### src/rtl/pps_rebuild_pkg.sv
package pps_rebuild_pkg;

    typedef enum logic [1:0] {
        ST_IDLE,
        ST_SCAN,
        ST_STAMP,
        ST_APPLY
    } ctl_state_t;

endpackage

### src/rtl/peak_search.sv
module peak_search #(
    parameter int MAG_W = 16,
    parameter int BIN_W = 4,
    parameter int SHF_W = 2
) (
    input  logic             clk,
    input  logic             rst_n,
    input  logic             clr,
    input  logic             en,
    input  logic [MAG_W-1:0] mag,
    input  logic [BIN_W-1:0] bin,
    input  logic [SHF_W-1:0] shift,
    output logic [BIN_W-1:0] best_bin,
    output logic [SHF_W-1:0] best_shift
);

    logic [MAG_W-1:0] best_mag;
    logic             have_one;
    logic             take;

    // strict compare keeps the earliest sample on ties
    assign take = en && (!have_one || (mag > best_mag));

    always_ff @(posedge clk) begin
        if (!rst_n || clr) begin
            best_mag   <= '0;
            best_bin   <= '0;
            best_shift <= '0;
            have_one   <= 1'b0;
        end else if (take) begin
            best_mag   <= mag;
            best_bin   <= bin;
            best_shift <= shift;
            have_one   <= 1'b1;
        end
    end

endmodule

### src/rtl/avg_window.sv
module avg_window #(
    parameter int W   = 12,
    parameter int LOG = 3
) (
    input  logic         clk,
    input  logic         rst_n,
    input  logic         push,
    input  logic [W-1:0] din,
    output logic [W-1:0] avg,
    output logic         full
);

    localparam int DEPTH = 1 << LOG;
    localparam int SW    = W + LOG;

    logic [W-1:0]   ring [DEPTH];
    logic [LOG-1:0] wp;
    logic [LOG:0]   fill;
    logic [SW-1:0]  sum;
    logic [SW-1:0]  sum_nxt;

    assign sum_nxt = sum + SW'(din) - SW'(ring[wp]);
    assign full    = (fill == (LOG+1)'(DEPTH));

    always_ff @(posedge clk) begin
        if (!rst_n) begin
            wp   <= '0;
            fill <= '0;
            sum  <= '0;
            avg  <= '0;
        end else if (push) begin
            wp   <= wp + 1'b1;
            sum  <= sum_nxt;
            avg  <= W'(sum_nxt >> LOG);
            if (!full) begin
                fill <= fill + 1'b1;
            end
        end
    end

    for (genvar g = 0; g < DEPTH; g++) begin : g_slot
        always_ff @(posedge clk) begin
            if (!rst_n) begin
                ring[g] <= '0;
            end else if (push && (wp == LOG'(g))) begin
                ring[g] <= din;
            end
        end
    end

endmodule

### src/rtl/pps_gen.sv
module pps_gen #(
    parameter int TS_W   = 32,
    parameter int PERIOD = 1000
) (
    input  logic            clk,
    input  logic            rst_n,
    input  logic            load,
    input  logic [TS_W-1:0] load_tick,
    input  logic            block,
    output logic [TS_W-1:0] now,
    output logic            pulse
);

    logic [TS_W-1:0] edge_t;
    logic            armed;
    logic            hit;

    assign hit   = armed && (now == edge_t);
    assign pulse = hit && !block;

    always_ff @(posedge clk) begin
        if (!rst_n) begin
            now    <= '0;
            edge_t <= '0;
            armed  <= 1'b0;
        end else begin
            now <= now + 1'b1;
            if (load) begin
                edge_t <= load_tick;
                armed  <= 1'b1;
            end else if (block) begin
                armed  <= 1'b0;
            end else if (hit) begin
                edge_t <= edge_t + TS_W'(PERIOD);
            end
        end
    end

endmodule

### src/rtl/pps_rebuild.sv
module pps_rebuild
    import pps_rebuild_pkg::*;
#(
    parameter int TS_W        = 32,
    parameter int FRAC_W      = 4,
    parameter int MAG_W       = 16,
    parameter int NBIN        = 16,
    parameter int NSHIFT      = 4,
    parameter int COARSE_STEP = 64,
    parameter int FINE_STEP   = 16,
    parameter int AVG_LOG     = 3,
    parameter int PERIOD      = 1000
) (
    input  logic                   clk,
    input  logic                   rst_n,
    input  logic                   ref_present,
    input  logic                   ref_pps,
    input  logic                   frame_start,
    input  logic [TS_W-1:0]        frame_t0,
    input  logic                   mag_valid,
    input  logic [MAG_W-1:0]       mag_data,
    output logic                   pps_out,
    output logic                   err_no_tof,
    output logic [TS_W-1:0]        time_now,
    output logic [TS_W+FRAC_W-1:0] tof_value,
    output logic                   tof_valid,
    output logic [TS_W+FRAC_W-1:0] stamp_value,
    output logic                   stamp_valid
);

    localparam int STW   = TS_W + FRAC_W;
    localparam int TOTAL = NBIN * NSHIFT;
    localparam int IDX_W = $clog2(TOTAL);
    localparam int BIN_W = (NBIN > 1) ? $clog2(NBIN) : 1;
    localparam int SHF_W = (NSHIFT > 1) ? $clog2(NSHIFT) : 1;
    localparam int OFF_W = $clog2(NBIN * COARSE_STEP + NSHIFT * FINE_STEP + 1);

    ctl_state_t state, state_nxt;

    logic             clr_peak, scan_en, push_avg, apply_en, last_smp;
    logic [IDX_W-1:0] idx_q;
    logic [BIN_W-1:0] cur_bin, pk_bin;
    logic [SHF_W-1:0] cur_shf, pk_shf;
    logic [OFF_W-1:0] pk_off, avg_off;
    logic             avg_full;
    logic [TS_W-1:0]  t0_q, ref_stamp;
    logic             ref_seen;
    logic [STW-1:0]   stamp_calc, edge_calc;
    logic             load_edge;

    assign cur_bin  = BIN_W'(idx_q % IDX_W'(NBIN));
    assign cur_shf  = SHF_W'(idx_q / IDX_W'(NBIN));
    assign last_smp = (idx_q == IDX_W'(TOTAL - 1));
    assign pk_off   = OFF_W'(int'(pk_bin) * COARSE_STEP + int'(pk_shf) * FINE_STEP);

    // state register
    always_ff @(posedge clk) begin
        if (!rst_n) begin
            state <= ST_IDLE;
        end else begin
            state <= state_nxt;
        end
    end

    // next state
    always_comb begin
        state_nxt = state;
        unique case (state)
            ST_IDLE:  if (frame_start)             state_nxt = ST_SCAN;
            ST_SCAN:  if (mag_valid && last_smp)   state_nxt = ST_STAMP;
            ST_STAMP:                              state_nxt = ST_APPLY;
            ST_APPLY:                              state_nxt = ST_IDLE;
            default:                               state_nxt = ST_IDLE;
        endcase
    end

    // state outputs
    always_comb begin
        clr_peak = 1'b0;
        scan_en  = 1'b0;
        push_avg = 1'b0;
        apply_en = 1'b0;
        unique case (state)
            ST_IDLE:  clr_peak = frame_start;
            ST_SCAN:  scan_en  = mag_valid;
            ST_STAMP: push_avg = 1'b1;
            ST_APPLY: apply_en = 1'b1;
            default:  ;
        endcase
    end

    peak_search #(
        .MAG_W(MAG_W), .BIN_W(BIN_W), .SHF_W(SHF_W)
    ) i_peak (
        .clk(clk), .rst_n(rst_n), .clr(clr_peak), .en(scan_en),
        .mag(mag_data), .bin(cur_bin), .shift(cur_shf),
        .best_bin(pk_bin), .best_shift(pk_shf)
    );

    avg_window #(
        .W(OFF_W), .LOG(AVG_LOG)
    ) i_avg (
        .clk(clk), .rst_n(rst_n), .push(push_avg), .din(pk_off),
        .avg(avg_off), .full(avg_full)
    );

    assign stamp_calc = {t0_q, {FRAC_W{1'b0}}} + STW'(avg_off);
    assign edge_calc  = stamp_calc - tof_value;
    assign load_edge  = apply_en && avg_full && !ref_present && tof_valid;

    pps_gen #(
        .TS_W(TS_W), .PERIOD(PERIOD)
    ) i_gen (
        .clk(clk), .rst_n(rst_n), .load(load_edge),
        .load_tick(edge_calc[STW-1:FRAC_W]), .block(ref_present),
        .now(time_now), .pulse(pps_out)
    );

    // datapath registers
    always_ff @(posedge clk) begin
        if (!rst_n) begin
            idx_q       <= '0;
            t0_q        <= '0;
            ref_stamp   <= '0;
            ref_seen    <= 1'b0;
            tof_value   <= '0;
            tof_valid   <= 1'b0;
            stamp_value <= '0;
            stamp_valid <= 1'b0;
        end else begin
            stamp_valid <= 1'b0;
            if (ref_pps) begin
                ref_stamp <= time_now;
                ref_seen  <= 1'b1;
            end
            if (clr_peak) begin
                t0_q  <= frame_t0;
                idx_q <= '0;
            end else if (scan_en) begin
                idx_q <= idx_q + 1'b1;
            end
            if (apply_en && avg_full) begin
                stamp_value <= stamp_calc;
                stamp_valid <= 1'b1;
                if (ref_present && ref_seen) begin
                    tof_value <= stamp_calc - {ref_stamp, {FRAC_W{1'b0}}};
                    tof_valid <= 1'b1;
                end
            end
        end
    end

    assign err_no_tof = !ref_present && !tof_valid;

endmodule

### config.mk
export PLATFORM = sky130hd
export DESIGN_NAME = pps_rebuild
export DESIGN_NICKNAME = d
export VERILOG_FILES = /design/src/rtl/pps_rebuild_pkg.sv /design/src/rtl/peak_search.sv /design/src/rtl/avg_window.sv /design/src/rtl/pps_gen.sv /design/src/rtl/pps_rebuild.sv
export SDC_FILE = /design/constraint.sdc
export NUM_CORES = 1
export LEC_CHECK = 0
export ABC_AREA = 1
export BUFFER_PORTS_ARGS = -buffer_cell sky130_fd_sc_hd__clkbuf_2
export CAP_MARGIN = 20
export CORE_MARGIN = 8
export CORE_UTILIZATION = 43
export CTS_BUF_LIST = sky130_fd_sc_hd__clkbuf_2
export DETAILED_ROUTE_END_ITERATION = 8
export PLACE_DENSITY = 0.59
export SETUP_SLACK_MARGIN = 0.5
export SLEW_MARGIN = 20
export SYNTH_ARGS = -nofsm -noshare
export SYNTH_HDL_FRONTEND = slang
export SYNTH_SLANG_ARGS = --single-unit
### constraint.sdc
create_clock -name clk -period 3.5 [get_ports clk]
set_input_delay 0.35 -clock clk [delete_from_list [all_inputs] [get_ports clk]]
set_output_delay 0.35 -clock clk [all_outputs]
set_load 0.005 [all_outputs]
* Word-level counts from Yosys, hierarchy flattened
Memories as Yosys holds them, arrays and structs flattened. A register that Yosys moved wholly into a read port is not among the register bits.
Index checks and enable logic that the tools add are counted.
** Word-level totals
- Logic and storage cells :: 139
- Register bits :: 267
- Memories :: 1
- Memory bits (writable) :: 88
** Operators by class
- Bitwise logic cells :: 10
- $add $sub $neg :: 11
- Equal/unequal tests :: 16
- Multiplexer cells :: 48
- Magnitude comparators :: 1
- Reductions and logical operators :: 32
** Memory list
- i_avg.ring :: depth 8, bits a word 11, read ports 1, clocked after memory_dff 1, wr ports 8, RTL line avg_window.sv:16 : logic [W-1:0] ring [DEPTH];
** Operator list (number)
- $mux 32 :: 3
- $mux 11 :: 8
- $sub 36x36->36 :: 2
- $add 36x11->36 :: 1
- $add 32x1->32 const B :: 1
- $add 32x10->32 const B :: 1
- $eq 32x32->1 :: 1
- $mux 1 :: 32
- $logic_and 1x1->1 :: 17
- $gt 16x16->1 :: 1
- $add 14x11->14 :: 1
- $sub 14x11->14 :: 1
- $eq 3x3->1 const B :: 4
- $add 10x6->11 :: 1
- $or 1x1->1 :: 8
- $pmux 2 s4 :: 1
- $reduce_and 2->1 :: 4
- $add 6x1->6 const B :: 1
- $eq 3x2->1 const B :: 2
- $eq 6x6->1 const B :: 1
- $mux 3 :: 2
- $add 4x1->4 const B :: 1
- $eq 2x2->1 const B :: 2
- $eq 4x4->1 const B :: 1
- 13 further kinds :: 21

* Depth between registers and ports, before layout
- Word-level depth :: 7
- Depth in mapped cells :: 22
- Depth with buffers taken out :: 22

* Hierarchy
Synthesis repeated with hierarchy kept, for this count alone.
** Second synthesis, totals
- Cells, all modules :: 3367
- Area total of the unflattened synthesis :: 22664.2 sq um
** By module, submodules not included
- pps_rebuild :: area each 10553.9 sq um, instances 1, cells each 1673
- avg_window :: area each 6120.9 sq um, instances 1, cells each 709
- pps_gen :: area each 4526.8 sq um, instances 1, cells each 767
- peak_search :: area each 1462.7 sq um, instances 1, cells each 218

* Worst setup path after synthesis
Ideal clock, no wire load.
- Path type :: register to register
- Start :: register i_avg.sum[7] (netlist name)
- End :: register tof_value[35]
- Stages on the path, launching flop included :: 23
- Data arrival time :: 3.004 ns
- Slack :: 0.387 ns
- Data required time :: 3.391 ns
- Library setup time :: 0.109 ns
- Buffers on the path :: 0
- Path through :: dfxtp_1 > ha_1 > fa_1 > nand3_1 > nand2_1 > a21boi_0 > o21ai_2 > nand3_1 > xor2_1 > inv_1 > ha_1 > nand2_1 > nor2_1 > inv_1 > nor2_1 > and3_1 > nand2_1 > nand2_1 > inv_1 > nand3_1 > nand3_1 > nand2_1 > inv_1
** RTL lines
- end signal, assigned :: RTL line pps_rebuild.sv:146 : tof_value <= stamp_calc - {ref_stamp, {FRAC_W{1'b0}}};
- end, declared :: RTL line pps_rebuild.sv:25 : output logic [TS_W+FRAC_W-1:0] tof_value,

* Final worst setup path
- Start :: register t0_q[0]
- End :: register i_gen.edge_t[13]
** Between the ends
- Word-level cells in the longest chain between the ends :: 3
** Ends and longest elaborated chain
- start, declared :: RTL line pps_rebuild.sv:46 : logic [TS_W-1:0] t0_q, ref_stamp;
- start signal, assigned :: RTL line pps_rebuild.sv:137 : t0_q <= frame_t0;
- $add 36x11->36 :: RTL line pps_rebuild.sv:107 : assign stamp_calc = {t0_q, {FRAC_W{1'b0}}} + STW'(avg_off);
- net stamp_calc[10] :: RTL line pps_rebuild.sv:48 : logic [STW-1:0] stamp_calc, edge_calc;
- $sub 36x36->36 :: RTL line pps_rebuild.sv:108 : assign edge_calc = stamp_calc - tof_value;
- $mux 32 :: RTL line pps_gen.sv:28 : if (load) begin
- end signal, assigned :: RTL line pps_gen.sv:29 : edge_t <= load_tick;
- end signal, assigned :: RTL line pps_gen.sv:34 : edge_t <= edge_t + TS_W'(PERIOD);
- end, declared :: RTL line pps_gen.sv:14 : logic [TS_W-1:0] edge_t;
The timed path passes the listed nets, and every way through them passes these cells.
A chain may end at the register's enable or synchronous reset.

==> flow_summary.ini <==
[timing]
clock.fmax_ghz = 0.3007
grt_setup_unrepaired = true
final_setup_vio_count = 0
final.setup_skew_ns = 0.06631
timing_hold_violations_final = 0
min_period_ns = 3.326
slew-limit-headroom_pct = 44.28
final.period_utilization_pct = 95.03
worst_slew_pin_slew_ns = 0.8349
final.hold.worst_slack_ns = 0.1625
finalWorstSetupSlack_ns = 0.1741
slew_viol_final = 0

[drt]
finalWirelength_um = 76310
drt_via_density = 5.299
initialDrtViolationCount = 1636
first_pass_iters = 6
num_vias = 21470
routed_wire_length_per_instance_um = 18.84
drt.antenna.violating_nets = 0
drc = 0

[power_and_ir_drop]
totalPowerFinal_mw = 20.63
ir_drop_v = 0.0004336
cellPowerDensity_nw_per_um2 = 760.8
cellLeakagePower_nw = 11.95

[setup_path]
endpoint_required_time_on_the_critical_path_ns = 4.43
crit_path_end_kind = flip-flop
rr_worst_depth = 20
startpoint_type = flip-flop
rrSetupSlack_ns = 0.17
criticalPathCategory = flip-flop to flip-flop
critical_path_arrival_ns = 4.26
timing_endpoint_of_the_critical_path = i_gen.edge_t[13]$_SDFFE_PN0P_
reg2reg_from = t0_q[0]$_SDFFE_PN0P_
worstSetupStartpoint = t0_q[0]$_SDFFE_PN0P_
path_max_fanout = 4
worstReg2RegEnd = i_gen.edge_t[13]$_SDFFE_PN0P_

[clocking]
cts_tree = built
cts_htree_levels = 3
clock-sinks = 304
clkLatencyLatePin_ns = 1.07
clk_transition_reported_paths_ns = 0.11
cts_buffer_depth = 3
cts-buffers-inserted = 85
cts_root_buffer = sky130_fd_sc_hd__clkbuf_2

[final_layout]
synthToLayoutAreaGrowth_pct = 39.06
design.final.nets = 3567
finalCoreUtilization_pct = 60.13
fraction_of_final_layout_cells_with_drive_strength_greater_than_1_pct = 29.83
cell_count_final_fillers_out = 4051

[status]
status = completed

[place]
gp_routability_congestion = 0.9774
preCtsSetupSlack_ns = -0.1588
post-place-cells = 3724
dpl.hpwl_um = 55990
io_buffers = 161

[global_routing]
gr-total-overflow = 0
grt_pass1_wl_um = 115900
vias_in_the_first_global_route = 20880
grt_max_degree = 179
antenna_found_initial = 3
global_route.usage.total_pct = 27.72

[flow_run]
total_of_max_cap_violations = 0

[floorplan]
starting_density_of_the_core_pct = 43.24
top_level_ports = 162
core_area_sq_um = 45090
die-height_um = 228.9
die_area_sq_um = 52410
die_w_um = 228.9
rows = 78

[logic_synthesis]
post_synth_inst_count = 2886
syn-cell-area_sq_um = 19500
synth-edff-count = 48
synth.yosys.warnings = 0
synth_sequential_area_ratio_pct = 33.68
postSynthNetCount = 3063
distinct_cell_type_count_of_the_synthesized_netlist = 50
flops_latches_synth = 304
synth_top_flop_cell = sky130_fd_sc_hd__dfxtp_1
ys_async_sr_fraction_pct = 0
avgSynthCellArea_sq_um = 6.756

[worst_hold_path]
min_path_type = primary input to flip-flop
routing by layer:
layer	part of all wire, %	global-route usage (%)	up-vias
met5	0.014	0	-
met4	4.7	14.15	2
met3	6.9	5.535	168
met2	46	43.76	802
met1	43	35.60	10000
li1	-	-	10490
registers in the layout, indices dropped and copies added (netlist names), named ones only:
| register | flops |
|---|---|
| i_peak.have_one | 1 |
| i_gen.now | 32 |
| stamp_value | 36 |
| i_peak.best_mag | 16 |
| ref_stamp | 32 |
| i_peak.best_bin | 4 |
| i_gen.edge_t | 32 |
| i_gen.armed | 1 |
| i_peak.best_shift | 2 |
| ref_seen | 1 |
| i_avg.ring | 48 |
| tof_valid | 1 |
| i_avg.fill | 4 |
| stamp_valid | 1 |
| i_avg.wp | 3 |
| state | 2 |
| idx_q | 6 |
| i_avg.sum | 11 |
| t0_q | 32 |
| tof_value | 36 |
stage by stage:
step | instance area, sq um | TNS, ns
floorplan | 19500 | 0
global placement | 21970 | -0.7515
detailed placement | 21970 | -1.439
CTS | 25730 | 0
global route | 27110 | 0
finish | 27110 | 0
critical path, cell delays in order (launching register included):
cell and delay (ns):
sky130_fd_sc_hd__dfxtp_2 0.36, sky130_fd_sc_hd__ha_4 0.17, sky130_fd_sc_hd__fa_2 0.39, sky130_fd_sc_hd__nand3_2 0.09
sky130_fd_sc_hd__nand2_4 0.08, sky130_fd_sc_hd__a21boi_4 0.18, sky130_fd_sc_hd__buf_4 0.16, sky130_fd_sc_hd__xnor2_4 0.10
sky130_fd_sc_hd__ha_4 0.33, sky130_fd_sc_hd__buf_4 0.15, sky130_fd_sc_hd__nand2_2 0.10, sky130_fd_sc_hd__nor2_2 0.14
sky130_fd_sc_hd__inv_1 0.07, sky130_fd_sc_hd__nor3_1 0.16, sky130_fd_sc_hd__nand2_1 0.10, sky130_fd_sc_hd__nand2_2 0.13
sky130_fd_sc_hd__nand2_1 0.09, sky130_fd_sc_hd__nand2_2 0.09, sky130_fd_sc_hd__nor2_4 0.06, sky130_fd_sc_hd__nor3_2 0.17
sky130_fd_sc_hd__nor2_1 0.07
report_power, final:
| group | internal, mW | switching, mW | total, mW | leakage (nW) |
|---|---|---|---|---|
| combinational | 5.90 | 8.03 | 13.9 | 8.78 |
| clock | 0.987 | 1.62 | 2.61 | 0.579 |
| sequential | 3.83 | 0.251 | 4.08 | 2.59 |
cells in the mapped netlist, drive strengths merged (48+ instances only):
| cell type | instances | share of area, % |
|---|---|---|
| nand2 | 566 | 11 |
| nor3 | 51 | 1.5 |
| inv | 379 | 7.3 |
| nor2 | 383 | 7.4 |
| nand3 | 166 | 4.5 |
| clkbuf | 70 | 1.3 |
| ha | 115 | 7.4 |
| dfxtp | 256 | 26 |
| xor2 | 60 | 2.7 |
| edfxtp | 48 | 7.4 |
| o21ai | 287 | 7.4 |
| a21oi | 276 | 7.1 |
layout by cell type (no fill, tap or decap), types with 7 or more instances in the layout:
cell type,n
sky130_fd_sc_hd__o21ai_1,55
sky130_fd_sc_hd__a21oi_2,60
sky130_fd_sc_hd__xnor2_1,24
sky130_fd_sc_hd__nand3_2,27
sky130_fd_sc_hd__buf_6,11
sky130_fd_sc_hd__o21ai_4,9
sky130_fd_sc_hd__ha_2,12
sky130_fd_sc_hd__clkbuf_2,291
sky130_fd_sc_hd__a31oi_1,7
sky130_fd_sc_hd__nor3_2,12
sky130_fd_sc_hd__clkinv_1,20
sky130_fd_sc_hd__nand3_1,135
sky130_fd_sc_hd__fa_1,7
sky130_fd_sc_hd__nor2_4,35
sky130_fd_sc_hd__dfxtp_2,28
sky130_fd_sc_hd__ha_1,55
sky130_fd_sc_hd__a21oi_4,18
sky130_fd_sc_hd__a21o_1,10
sky130_fd_sc_hd__nand4_1,33
sky130_fd_sc_hd__nand2_2,58
sky130_fd_sc_hd__dlygate4sd3_1,119
sky130_fd_sc_hd__xor2_1,51
sky130_fd_sc_hd__nor3b_1,8
sky130_fd_sc_hd__a21oi_1,198
sky130_fd_sc_hd__nand2_4,25
sky130_fd_sc_hd__nor2_1,299
sky130_fd_sc_hd__nand2_1,480
sky130_fd_sc_hd__o21ai_2,25
sky130_fd_sc_hd__o21a_1,10
sky130_fd_sc_hd__buf_4,211
sky130_fd_sc_hd__o21ai_0,198
sky130_fd_sc_hd__o21bai_1,30
sky130_fd_sc_hd__nor3_1,33
sky130_fd_sc_hd__edfxtp_1,48
sky130_fd_sc_hd__nor2_2,49
sky130_fd_sc_hd__inv_2,31
sky130_fd_sc_hd__inv_1,344
sky130_fd_sc_hd__dfxtp_1,226
sky130_fd_sc_hd__ha_4,48
repair_timing:
item	4_1_cts	5_1_grt
setup endpoints to repair	61	61
hold buffers	119	0
gates cloned	2	0
setup buffers	30	28
pin swaps	119	148
hold endpoints to repair	207	0
gates resized for setup	380	295
cells by family (layout without fill, tap and decap cells):
kind of cell	Yosys count	in the layout	share of synthesized area (%)
adders and majority gates	123	123	8.201
DFF	304	304	33.68
buffers and inverters	479	1043	9.420
and+or+nand+nor	1241	1241	26.89
other	0	1	0
AOI/OAI and AO/OA	647	647	17.67
xor gates and xnor gates	92	92	4.133
layout make-up:
type | instances | area, sq um
Fill cell | 4217 | 17980
Multi-Input combinational cell | 2103 | 13700
Sequential cell | 304 | 6609
Timing Repair Buffer | 507 | 3835
Inverter | 389 | 1481
Tap cell | 600 | 750.7
Clock buffer | 131 | 655.6
Clock inverter | 16 | 73.82
Antenna cell | 1 | 2.502
worst min-delay path by stage:
stage | startpoint | to | cells after the start
detailed placement | i_peak.best_mag[7]$_SDFFE_PP0P_ | i_peak.best_mag[7]$_SDFFE_PP0P_ | 2
floorplan | ref_stamp[11]$_SDFFE_PN0P_ | ref_stamp[11]$_SDFFE_PN0P_ | 2
global route | mag_data[9] | i_peak.best_mag[9]$_SDFFE_PP0P_ | 4
finish | mag_data[1] | i_peak.best_mag[1]$_SDFFE_PP0P_ | 4
CTS | mag_data[1] | i_peak.best_mag[1]$_SDFFE_PP0P_ | 4
global placement | i_peak.best_mag[2]$_SDFFE_PP0P_ | i_peak.best_mag[2]$_SDFFE_PP0P_ | 2
Power figures use the tool's default switching activity.
